`src/rtl/pcode_pkg.sv`:
```
package pcode_pkg;

    typedef enum logic [2:0] {
        SQ_IDLE  = 3'd0,
        SQ_HI1   = 3'd1,
        SQ_GAP   = 3'd2,
        SQ_HI2   = 3'd3,
        SQ_GUARD = 3'd4
    } shp_state_e;

    function automatic int imax(input int a, input int b);
        return (a > b) ? a : b;
    endfunction

endpackage

```
`src/rtl/pcode_sync.sv`:
```
module pcode_sync #(
    parameter int STAGES = 2
) (
    input  logic clk,
    input  logic rst,
    input  logic d_in,
    output logic d_sync
);
    logic [STAGES-1:0] chain_d, chain_q;

    always_comb begin
        chain_d = {chain_q[STAGES-2:0], d_in};
    end

    always_ff @(posedge clk) begin
        if (rst) chain_q <= '0;
        else     chain_q <= chain_d;
    end

    assign d_sync = chain_q[STAGES-1];
endmodule

```
`src/rtl/pcode_sched.sv`:
```
module pcode_sched
    import pcode_pkg::*;
#(
    parameter int IDLE_CYC    = 125,
    parameter int REFRESH_CYC = 104
) (
    input  logic clk,
    input  logic rst,
    input  logic pwr_ok,
    input  logic lvl,
    input  logic busy,
    output logic launch,
    output logic code_hi
);
    localparam int LIM_MAX = imax(IDLE_CYC, REFRESH_CYC);
    localparam int CW      = $clog2(LIM_MAX + 1);
    localparam logic [CW-1:0] IDLE_END = CW'(IDLE_CYC - 1);
    localparam logic [CW-1:0] REF_END  = CW'(REFRESH_CYC - 1);

    typedef struct packed {
        logic          lvl_prev;
        logic          pend;
        logic          in_ref;
        logic [CW-1:0] cnt;
    } sched_t;

    sched_t          q, d;
    logic            edge_seen, want_edge, expired;
    logic [CW-1:0]   limit;

    always_comb begin
        d          = q;
        launch     = 1'b0;
        code_hi    = lvl;
        edge_seen  = lvl ^ q.lvl_prev;
        want_edge  = q.pend | edge_seen;
        limit      = q.in_ref ? REF_END : IDLE_END;
        expired    = (q.cnt >= limit);
        d.lvl_prev = lvl;

        if (!pwr_ok) begin
            d.pend   = 1'b0;
            d.in_ref = 1'b0;
            d.cnt    = '0;
        end else if (want_edge && !busy) begin
            launch   = 1'b1;
            d.pend   = 1'b0;
            d.in_ref = 1'b0;
            d.cnt    = '0;
        end else if (expired && !busy) begin
            launch   = 1'b1;
            d.pend   = 1'b0;
            d.in_ref = 1'b1;
            d.cnt    = '0;
        end else begin
            d.pend = want_edge;
            if (!expired) d.cnt = q.cnt + 1'b1;
        end
    end

    always_ff @(posedge clk) begin
        if (rst) q <= '0;
        else     q <= d;
    end
endmodule

```
`src/rtl/pcode_shaper.sv`:
```
module pcode_shaper
    import pcode_pkg::*;
#(
    parameter int PULSE_W   = 1,
    parameter int PAIR_GAP  = 2,
    parameter int GUARD_CYC = 4
) (
    input  logic clk,
    input  logic rst,
    input  logic pwr_ok,
    input  logic launch,
    input  logic code_hi,
    output logic pulse,
    output logic busy
);
    localparam int PH_MAX = imax(imax(PULSE_W, PAIR_GAP), GUARD_CYC);
    localparam int PHW    = $clog2(PH_MAX + 1);
    localparam logic [PHW-1:0] HI_END  = PHW'(PULSE_W - 1);
    localparam logic [PHW-1:0] GAP_END = PHW'(PAIR_GAP - 1);
    localparam logic [PHW-1:0] GRD_END = PHW'(GUARD_CYC - 1);

    typedef struct packed {
        shp_state_e     st;
        logic [PHW-1:0] ph;
        logic           pair;
    } shp_t;

    shp_t q, d;

    always_comb begin
        d = q;
        unique case (q.st)
            SQ_IDLE: begin
                if (launch) begin
                    d.st   = SQ_HI1;
                    d.ph   = '0;
                    d.pair = code_hi;
                end
            end
            SQ_HI1: begin
                if (q.ph == HI_END) begin
                    d.ph = '0;
                    d.st = q.pair ? SQ_GAP : SQ_GUARD;
                end else begin
                    d.ph = q.ph + 1'b1;
                end
            end
            SQ_GAP: begin
                if (q.ph == GAP_END) begin
                    d.ph = '0;
                    d.st = SQ_HI2;
                end else begin
                    d.ph = q.ph + 1'b1;
                end
            end
            SQ_HI2: begin
                if (q.ph == HI_END) begin
                    d.ph = '0;
                    d.st = SQ_GUARD;
                end else begin
                    d.ph = q.ph + 1'b1;
                end
            end
            SQ_GUARD: begin
                if (q.ph == GRD_END) begin
                    d.ph = '0;
                    d.st = SQ_IDLE;
                end else begin
                    d.ph = q.ph + 1'b1;
                end
            end
            default: begin
                d.st = SQ_IDLE;
                d.ph = '0;
            end
        endcase

        if (!pwr_ok) begin
            d.st   = SQ_IDLE;
            d.ph   = '0;
            d.pair = 1'b0;
        end
    end

    always_ff @(posedge clk) begin
        if (rst) q <= '{st: SQ_IDLE, ph: '0, pair: 1'b0};
        else     q <= d;
    end

    assign pulse = (q.st == SQ_HI1) || (q.st == SQ_HI2);
    assign busy  = (q.st != SQ_IDLE);
endmodule

```
`src/rtl/pcode_tx.sv`:
```
module pcode_tx #(
    parameter int SYNC_STAGES = 2,
    parameter int PULSE_W     = 1,
    parameter int PAIR_GAP    = 2,
    parameter int GUARD_CYC   = 4,
    parameter int IDLE_CYC    = 125,
    parameter int REFRESH_CYC = 104
) (
    input  logic clk,
    input  logic rst,
    input  logic din,
    input  logic pwr_ok,
    output logic pulse_out
);
    logic lvl_w, launch_w, code_hi_w, busy_w, pulse_w;

    pcode_sync #(.STAGES(SYNC_STAGES)) u_sync (
        .clk    (clk),
        .rst    (rst),
        .d_in   (din),
        .d_sync (lvl_w)
    );

    pcode_sched #(
        .IDLE_CYC    (IDLE_CYC),
        .REFRESH_CYC (REFRESH_CYC)
    ) u_sched (
        .clk     (clk),
        .rst     (rst),
        .pwr_ok  (pwr_ok),
        .lvl     (lvl_w),
        .busy    (busy_w),
        .launch  (launch_w),
        .code_hi (code_hi_w)
    );

    pcode_shaper #(
        .PULSE_W   (PULSE_W),
        .PAIR_GAP  (PAIR_GAP),
        .GUARD_CYC (GUARD_CYC)
    ) u_shaper (
        .clk     (clk),
        .rst     (rst),
        .pwr_ok  (pwr_ok),
        .launch  (launch_w),
        .code_hi (code_hi_w),
        .pulse   (pulse_w),
        .busy    (busy_w)
    );

    assign pulse_out = pulse_w;
endmodule

```
`config.mk`:
```
export PLATFORM = sky130hd
export DESIGN_NAME = pcode_tx
export DESIGN_NICKNAME = d
export VERILOG_FILES = /design/src/rtl/pcode_pkg.sv /design/src/rtl/pcode_sync.sv /design/src/rtl/pcode_sched.sv /design/src/rtl/pcode_shaper.sv /design/src/rtl/pcode_tx.sv
export SDC_FILE = /design/constraint.sdc
export NUM_CORES = 1
export LEC_CHECK = 0
export BUFFER_PORTS_ARGS = -buffer_cell sky130_fd_sc_hd__buf_2
export CAP_MARGIN = 20
export CORE_ASPECT_RATIO = 0.8
export CORE_MARGIN = 2
export CORE_UTILIZATION = 57
export DETAILED_ROUTE_END_ITERATION = 6
export PLACE_DENSITY = 0.75
export SLEW_MARGIN = 25
export SYNTH_ARGS = -nofsm -noshare
export SYNTH_HDL_FRONTEND = slang
export SYNTH_SLANG_ARGS = --single-unit
```
`constraint.sdc`:
```
create_clock -name clk -period 2.1 [get_ports clk]
set_input_delay 0.42 -clock clk [delete_from_list [all_inputs] [get_ports clk]]
set_output_delay 0.42 -clock clk [all_outputs]
set_load 0.05 [all_outputs]
```
==> results of run 1 <==
per-stage QoR:
step           area, µm²  setup slack, ns
5_1_grt             1141           0.1077
6_report            1141           0.2402
3_3_place_gp        1114           0.3175
3_5_place_dp        1114           0.2467
4_1_cts             1141           0.2273
2_1_floorplan       1070           0.3928
layout by cell type, fill, tap and decap left out, drive strengths merged:
cell type | netlist | layout
a2111oi | 1 | 1
a211oi | 4 | 4
a21boi | 1 | 1
a21o | 2 | 2
a21oi | 12 | 12
a2bb2oi | 1 | 1
a31oi | 1 | 1
and2 | 1 | 1
and2b | 1 | 1
and3 | 1 | 1
buf | 0 | 4
clkbuf | 1 | 3
clkinv | 0 | 1
dfxtp | 19 | 19
ha | 10 | 10
inv | 7 | 7
mux2i | 2 | 2
nand2 | 7 | 7
nand2b | 3 | 3
nand3 | 2 | 2
nand3b | 3 | 3
nand4 | 1 | 1
nor2 | 8 | 8
nor2b | 5 | 5
nor3 | 5 | 5
o211ai | 1 | 1
o21ai | 6 | 6
o21ba | 1 | 1
or2 | 2 | 2
or3 | 3 | 3
or3b | 2 | 2
xnor2 | 1 | 1
xor2 | 3 | 3
state kept, by name (all words and copies together) (netlist names):
signal,cells
u_sync.chain_q,2
u_shaper.q,7
u_sched.q,10
power by group:
group	internal, mW	switching (mW)	total, mW
clock	0.0712	0.118	0.189
combinational	0.0181	0.0239	0.0420
sequential	0.365	0.00373	0.369
total	0.455	0.146	0.600
layout make-up:
| cell class | instances | area [µm²] |
|---|---|---|
| Tap cell | 22 | 27.53 |
| Timing Repair Buffer | 4 | 20.02 |
| Clock buffer | 3 | 22.52 |
| Fill cell | 151 | 550.5 |
| Clock inverter | 1 | 5.005 |
| Inverter | 7 | 26.28 |
| Multi-Input combinational cell | 90 | 659.4 |
| Sequential cell | 19 | 380.4 |
per-layer routing:
metal / up-vias / routed length [µm] / track usage (%)
met5: - / 0 / 0
met4: 0 / 43 / 9.231
met2: 13 / 799 / 28.00
met3: 5 / 71 / 6.338
li1: 428 / - / -
met1: 377 / 957 / 25.71
cells by family after synthesis:
family	synth area share, %
AO/OA/AOI/OAI	19.88
XOR/XNOR	3.275
adder cells (fa/ha/maj)	11.70
buffers and inverters	2.807
flip-flops	35.56
multiplexers	1.871
AND/OR/NAND/NOR	24.91
how the worst min path moves through the flow:
stage,endpoint,slack (ns)
after floorplan,u_sync.chain_q[1],0.41
after global placement,u_sync.chain_q[1],0.43
after detailed placement,u_sync.chain_q[1],0.43
after CTS,u_sync.chain_q[1],0.28
after global routing,u_sync.chain_q[0],0.29
final,u_sync.chain_q[0],0.30
==> results.txt, run 1 <==
----------------------------------------------------
[Outcome]
  Status ... finished, final reports clean

[Logic synthesis]
  Cell variety after synth ... 37
  Count of flip-flops with a built-in enable after synthesis ... 0
  Post-Syn Area per Cell ... 9.143 µm²
  Most used standard cells in the synthesized netlist ... 19 x sky130_fd_sc_hd__dfxtp_1, 11 x sky130_fd_sc_hd__a21oi_1, 10 x sky130_fd_sc_hd__ha_1
  Biggest area contributors in the synthesized netlist ... sky130_fd_sc_hd__dfxtp_1 36%, sky130_fd_sc_hd__ha_1 12%, sky130_fd_sc_hd__a21oi_1 5.1%
  Most common cell in the synthesized netlist ... sky130_fd_sc_hd__dfxtp_1
  Synthesized netlist net count ... 131
  Flop and latch count out of synthesis ... 19
  Post-synth top area share ... 35.56%
  Predominant post-synthesis flop cell ... sky130_fd_sc_hd__dfxtp_1
  Part of the Yosys area used for sequential elements ... 35.56%
  FFs w/ async S/R, synth ... 0%
  YS warnings ... 0
  Mapped cell area ... 1070 µm²
  Yosys top cell by area ... sky130_fd_sc_hd__dfxtp_1
  Count of mapped cells out of synthesis ... 117

[Worst setup path]
  Critical Setup Path Class ... flop to flop
  Element type at the critical path end ... flop
  Nature of the critical path startpoint ... flop
  Dominant delay contributor by cell family on the critical path ... compound AO/OA/AOI/OAI gates
  First element of the critical path ... u_sched.q[0]
  Crit path cell chain ... inv_1 -> ha_1 -> nand2b_1 -> a21oi_2 -> o21ai_2 -> or3_1 -> a21oi_1
  Reg-to-reg critical path startpoint ... u_sched.q[0]
  Cell count along the critical path ... 7
  CP required ... 2.35 ns
  Capturing element of the worst setup path ... u_sched.q[4]
  Library cell contributing the largest single delay on the critical path ... sky130_fd_sc_hd__dfxtp_1
  Number of cells traversed by the worst register-to-register path ... 7
  Buf+Inv Stages, Crit Path ... 1
  Largest fanout of any net on the critical path ... 9
  Setup slack of the most critical reg-to-reg path ... 0.24 ns
  CP Data Arrival Time ... 2.11 ns
  Max incr delay on CP ... 0.37 ns
  Capture instance of the worst register-to-register path ... u_sched.q[4]

[STA]
  Worst Skew ... 0.008164 ns
  Final critical-path required period ... 1.860 ns
  Hold Vio Cnt, Final ... 0
  Setup total negative slack ... 0 ns
  Final clock period utilization by the worst path ... 88.56%
  Hold Worst Slack ... 0.2983 ns
  Transition time of the tightest slew-check pin ... 0.4957 ns
  Final Max Slew Viols ... 0
  Maximum achievable frequency ... 0.5377 GHz
  Endpoints failing setup ... 0
  Setup repair after global routing missed its margin ... no
  Max transition margin ... 66.78%

[Hold path]
  Worst Hold Depth ... 2
  Start point of the worst min-delay path ... rst
  Min-Delay Path Class ... input port to flop

[Floorplan]
  Number of rows in the core area ... 13
  I/O pins ... 5
  Initial Utilization ... 63.24%
  Die span in x ... 52.44 µm
  Floorplan die area ... 2242 µm²
  Area of the core ... 1692 µm²
  Die height ... 42.75 µm

[Global routing]
  Vias in the first global route ... 739
  Number of antenna violations at the first check in global routing ... 0
  Total track usage ... 19.36%
  Global route total overflow ... 0
  First-pass GRT wire length ... 3167 µm
  Pin count of the biggest net entering global routing ... 12

[Placed design]
  Gpl congestion ... 0.8400
  Final HPWL DP ... 1407 µm
  Quantity of I/O buffers inserted on ports ... 4
  Count of placed standard cells including taps ... 142

[Clock network]
  Clock slew at reported path FFs ... 0.11 ns
  Clock root buffer ... sky130_fd_sc_hd__clkbuf_4
  Clock latency of the later-clocked register in the worst-skew pair ... 0.31 ns
  TritonCTS clock tree ... yes
  Number of buffers created by CTS ... 3
  Number of buffers on the longest clock path ... 2
  Number of post-CTS setup repair buffers ... 0
  Cts-stage hold buffer count ... 0
  Level count of the clock H-tree ... 1
  Clock sink total ... 19
  Resized Gates After CTS ... 0

[Power and ir drop]
  P_leak ... 0.4386 nW
  Largest vdd supply drop ... 0.3938 mV
  Power per cell area ... 526.0 nW/µm²
  Overall power of the completed layout ... 0.6002 mW

[Route]
  Iteration count of the initial detailed-routing pass ... 4
  Drt first-iter violations ... 22
  Antenna Nets Post-Route ... 0
  Routed wirelength normalized by instance count ... 12.82 µm
  Per-cell via count in the routed design ... 5.637
  Final Routed Wirelength ... 1872 µm
  Via count of the routed design ... 823
  Drc violations ... 0

[Final layout]
  Total Nets Final ... 139
  Area Overhead vs Synth ... 6.666%
  Number of antenna repair diodes ... 0
  Final cell count without fillers ... 146
  Share of layout cells above drive strength 1 ... 16.13%
  Fin util ... 67.46%

[Job]
  Max-capacitance violation count ... 0

----------------------------------------------------
No activity file was read; power rests on OpenSTA's default activity.
==> inputs of run 2 (changes only) <==
--- a/config.mk
+++ b/config.mk
@@ -15,4 +15,5 @@
 export SLEW_MARGIN = 25
 export SYNTH_ARGS = -nofsm -noshare
 export SYNTH_HDL_FRONTEND = slang
+export SYNTH_HIERARCHICAL = 1
 export SYNTH_SLANG_ARGS = --single-unit
==> results.txt, run 2 <==
----------------------------------------------------
[Worst setup path]
  Max incr delay on CP ... 0.39 ns (+0.02 ns)
  Library cell contributing the largest single delay on the critical path ... sky130_fd_sc_hd__or4_1
  Largest fanout of any net on the critical path ... 2 (-7)
  Crit path cell chain ... inv_1 -> ha_1 -> nand2b_4 -> a21oi_2 -> o22ai_2 -> o311a_4 -> nor3b_2 -> a21oi_1 -> or4_1 -> o41ai_1
  CP required ... 2.31 ns (-0.04 ns)
  Dominant delay contributor by cell family on the critical path ... simple AND/OR/NAND/NOR gates
  Element type at the critical path end ... flop
  Buf+Inv Stages, Crit Path ... 1 (unchanged)
  Critical Setup Path Class ... flop to flop
  Nature of the critical path startpoint ... flop
  CP Data Arrival Time ... 2.38 ns (+0.27 ns)

[Floorplan]
  Die height ... 42.45 µm (-0.70%)
  Die span in x ... 52.07 µm (-0.71%)
  I/O pins ... 5 (unchanged)
  Number of rows in the core area ... 13 (unchanged)
  Initial Utilization ... 62.88% (-0.36 points)
  Floorplan die area ... 2210 µm² (-1.4%)
  Area of the core ... 1675 µm² (-0.96%)

[Logic synthesis]
  Most used standard cells in the synthesized netlist ... 19 x sky130_fd_sc_hd__dfxtp_1, 10 x sky130_fd_sc_hd__ha_1, 10 x sky130_fd_sc_hd__nor2_1
  Count of flip-flops with a built-in enable after synthesis ... 0 (unchanged)
  YS warnings ... 6 (+6)
  Biggest area contributors in the synthesized netlist ... sky130_fd_sc_hd__dfxtp_1 36%, sky130_fd_sc_hd__ha_1 12%, sky130_fd_sc_hd__a21oi_1 4.3%
  Synthesized netlist net count ... 134 (+2.3%)
  Flop and latch count out of synthesis ... 19 (unchanged)
  FFs w/ async S/R, synth ... 0% (unchanged)
  Count of mapped cells out of synthesis ... 120 (+2.6%)
  Yosys top cell by area ... sky130_fd_sc_hd__dfxtp_1
  Post-synth top area share ... 36.10% (+0.55 points)
  Most common cell in the synthesized netlist ... sky130_fd_sc_hd__dfxtp_1
  Part of the Yosys area used for sequential elements ... 36.10% (+0.55 points)
  Cell variety after synth ... 36 (-2.7%)
  Predominant post-synthesis flop cell ... sky130_fd_sc_hd__dfxtp_1
  Post-Syn Area per Cell ... 8.779 µm² (-4.0%)
  Mapped cell area ... 1054 µm² (-1.5%)

[Final layout]
  Max FFs per register ... 10 (unchanged)
  Registers with the most flip-flops ... u_sched/q: 10 flops, u_shaper/q: 7 flops, u_sync/chain_q: 2 flops
  Commonest non-fill, non-tap cells in the layout ... 17 x sky130_fd_sc_hd__dfxtp_1, 10 x sky130_fd_sc_hd__nor2_1, 10 x sky130_fd_sc_hd__ha_1
  Area of the multi-input gates ... 628.1 µm² (-4.7%)
  Share of layout cells above drive strength 1 ... 18.46% (+2.3 points)
  Register with the highest flop count ... u_sched/q
  Combined flip-flop and latch cell area ... 382.9 µm² (+0.66%)
  Area Overhead vs Synth ... 10.09%
  Fin util ... 69.23% (+1.8 points)
  # fillers ... 149 (-1.3%)
  Most common cell after layout, fill and taps aside ... sky130_fd_sc_hd__dfxtp_1
  Number of antenna repair diodes ... 0 (unchanged)
  Total Nets Final ... 145 (+4.3%)

[Power and ir drop]
  Part of the total power dissipated in the clock network ... 32.0% (+0.5 points)
  Sequential share of power ... 60.3% (-1.2 points)
  Largest vdd supply drop ... 0.4373 mV (+11%)
  Share of total power consumed by net switching ... 25.11% (+0.86 points)
  Internal power ... 0.4598 mW (+1.1%)
  P_leak ... 0.4517 nW (+3.0%)
  Power per cell area ... 529.3 nW/µm² (+0.64%)
  Relative contribution of combinational cells to total power ... 7.7% (+0.7 points)
  Overall power of the completed layout ... 0.6140 mW (+2.3%)
  Net Sw Power ... 0.1542 mW (+5.9%)

[Clock network]
  Clock latency of the later-clocked register in the worst-skew pair ... 0.31 ns (about the same)
  TritonCTS clock tree ... yes
  Clock root buffer ... sky130_fd_sc_hd__clkbuf_4
  Number of buffers created by CTS ... 3 (unchanged)
  Number of buffers on the longest clock path ... 2 (unchanged)
  Clock slew at reported path FFs ... 0.12 ns (about the same)
  Level count of the clock H-tree ... 1 (unchanged)
  Clock sink total ... 19 (unchanged)

[STA]
  Setup total negative slack ... -0.1077 ns (-0.1077 ns)
  Final critical-path required period ... 2.175 ns (+0.3155 ns)
  Hold Vio Cnt, Final ... 0 (unchanged)
  Worst Slack Setup Final ... -0.07533 ns (-0.3155 ns)
  Max transition margin ... 72.70% (+5.9 points)
  Endpoints failing setup ... 3 (+3)
  Final Max Slew Viols ... 0 (unchanged)
  Setup repair after global routing missed its margin ... yes
  Hold Worst Slack ... 0.3120 ns (+0.01371 ns)
  Final clock period utilization by the worst path ... 103.6% (+15 points)
  Maximum achievable frequency ... 0.4597 GHz (-15%)
  Transition time of the tightest slew-check pin ... 0.4038 ns (-0.09184 ns)
  Worst Skew ... 0.008058 ns (-0.0001064 ns)

[Placed design]
  Gpl congestion ... 0.8314 (-1.0%)
  Final HPWL DP ... 1477 µm (+5.0%)
  Quantity of I/O buffers inserted on ports ... 4 (unchanged)

[Global routing]
  Global route total overflow ... 0 (unchanged)
  Vias in the first global route ... 750 (+1.5%)
  Total track usage ... 20.62% (+1.3 points)
  Number of antenna violations at the first check in global routing ... 0 (unchanged)
  First-pass GRT wire length ... 3346 µm (+5.7%)
  Pin count of the biggest net entering global routing ... 15 (+3)

[Route]
  Iteration count of the initial detailed-routing pass ... 5 (+1)
  Final Routed Wirelength ... 1928 µm (+3.0%)
  Via count of the routed design ... 851 (+3.4%)
  Routed wirelength normalized by instance count ... 12.68 µm (-1.1%)
  Antenna Nets Post-Route ... 0 (unchanged)
  Drt first-iter violations ... 9 (-59%)
  Drc violations ... 0 (unchanged)
  Per-cell via count in the routed design ... 5.599 (-0.68%)

[Job]
  Max-capacitance violation count ... 0 (unchanged)

[Hold path]
  Min-Delay Path Class ... input port to flop

[Outcome]
  Violations in the final reports ... setup timing
  Status ... finished with violations

----------------------------------------------------
-- run 2: timing repair --
item	CTS	global route
endpoints found under the setup margin	2	3
setup buffers	0	0
resized for setup	0	1
pin swaps	0	0
hold buffers	0	0
-- run 2: final cells by class --
| class | count | area share, % |
|---|---|---|
| multi-input combinational | 89 | 54.15 |
| sequential | 19 | 33.01 |
| timing repair buffer | 9 | 4.962 |
| inverter | 9 | 2.913 |
| tap | 22 | 2.373 |
| clock buffer | 3 | 1.942 |
| clock inverter | 1 | 0.6473 |
-- run 2: cells by family (layout without fill, tap and decap cells) --
kind of cell	count (synthesis)	after routing	synth area share, %
flip-flops	19	19	36.10
XOR/XNOR	2	2	1.663
AO/OA/AOI/OAI	27	27	16.98
AND/OR/NAND/NOR	46	46	23.87
multiplexers	4	4	3.801
buffers and inverters	12	22	5.700
adder cells (fa/ha/maj)	10	10	11.88
-- run 2: per-layer routing --
| metal | track usage [%] | wire [µm] | vias up |
|---|---|---|---|
| li1 | - | - | 444 |
| met1 | 29.32 | 1023 | 386 |
| met2 | 28.61 | 805 | 19 |
| met3 | 8.571 | 90 | 2 |
| met4 | 4.737 | 10 | 0 |
| met5 | 0 | 0 | - |
-- run 2: power groups by stage --
stage / clock network [mW] / registers (mW) / logic [mW]
after detailed placement: 0 / 0.379 / 0.0466
after global placement: 0 / 0.378 / 0.0449
after global routing: 0.224 / 0.371 / 0.0530
after floorplan: 0 / 0.378 / 0.0340
final: 0.196 / 0.370 / 0.0473
after CTS: 0.207 / 0.370 / 0.0472
-- run 2: final timing paths --
| path | depth (start not counted) | slack, ns | from | to |
|---|---|---|---|---|
| setup / recovery | 10 | -0.08 | u_sched/q[0] | u_shaper/q[3] |
| hold reg to reg | 1 | 0.46 | u_sync/chain_q[0] | u_sync/chain_q[1] |
| hold / removal | 2 | 0.31 | din | u_sync/chain_q[0] |
| setup reg to reg | 10 | -0.08 | u_sched/q[0] | u_shaper/q[3] |
-- run 2: worst reg2reg max path, delay by kind of cell, from the launching register on --
kind | cells | cell delay, ns
compound gates | 5 | 0.68
simple gates | 3 | 0.70
flops | 1 | 0.34
buf+inv | 1 | 0.06
fa+ha+maj | 1 | 0.29
-- run 2: through the flow --
step	setup WS [ns]	area [µm²]	std cells
after global routing	-0.1624	1160	152
after CTS	-0.09734	1159	152
after detailed placement	-0.05175	1129	148
final	-0.07533	1160	152
after floorplan	-0.1098	1070	120
after global placement	0.04069	1129	148
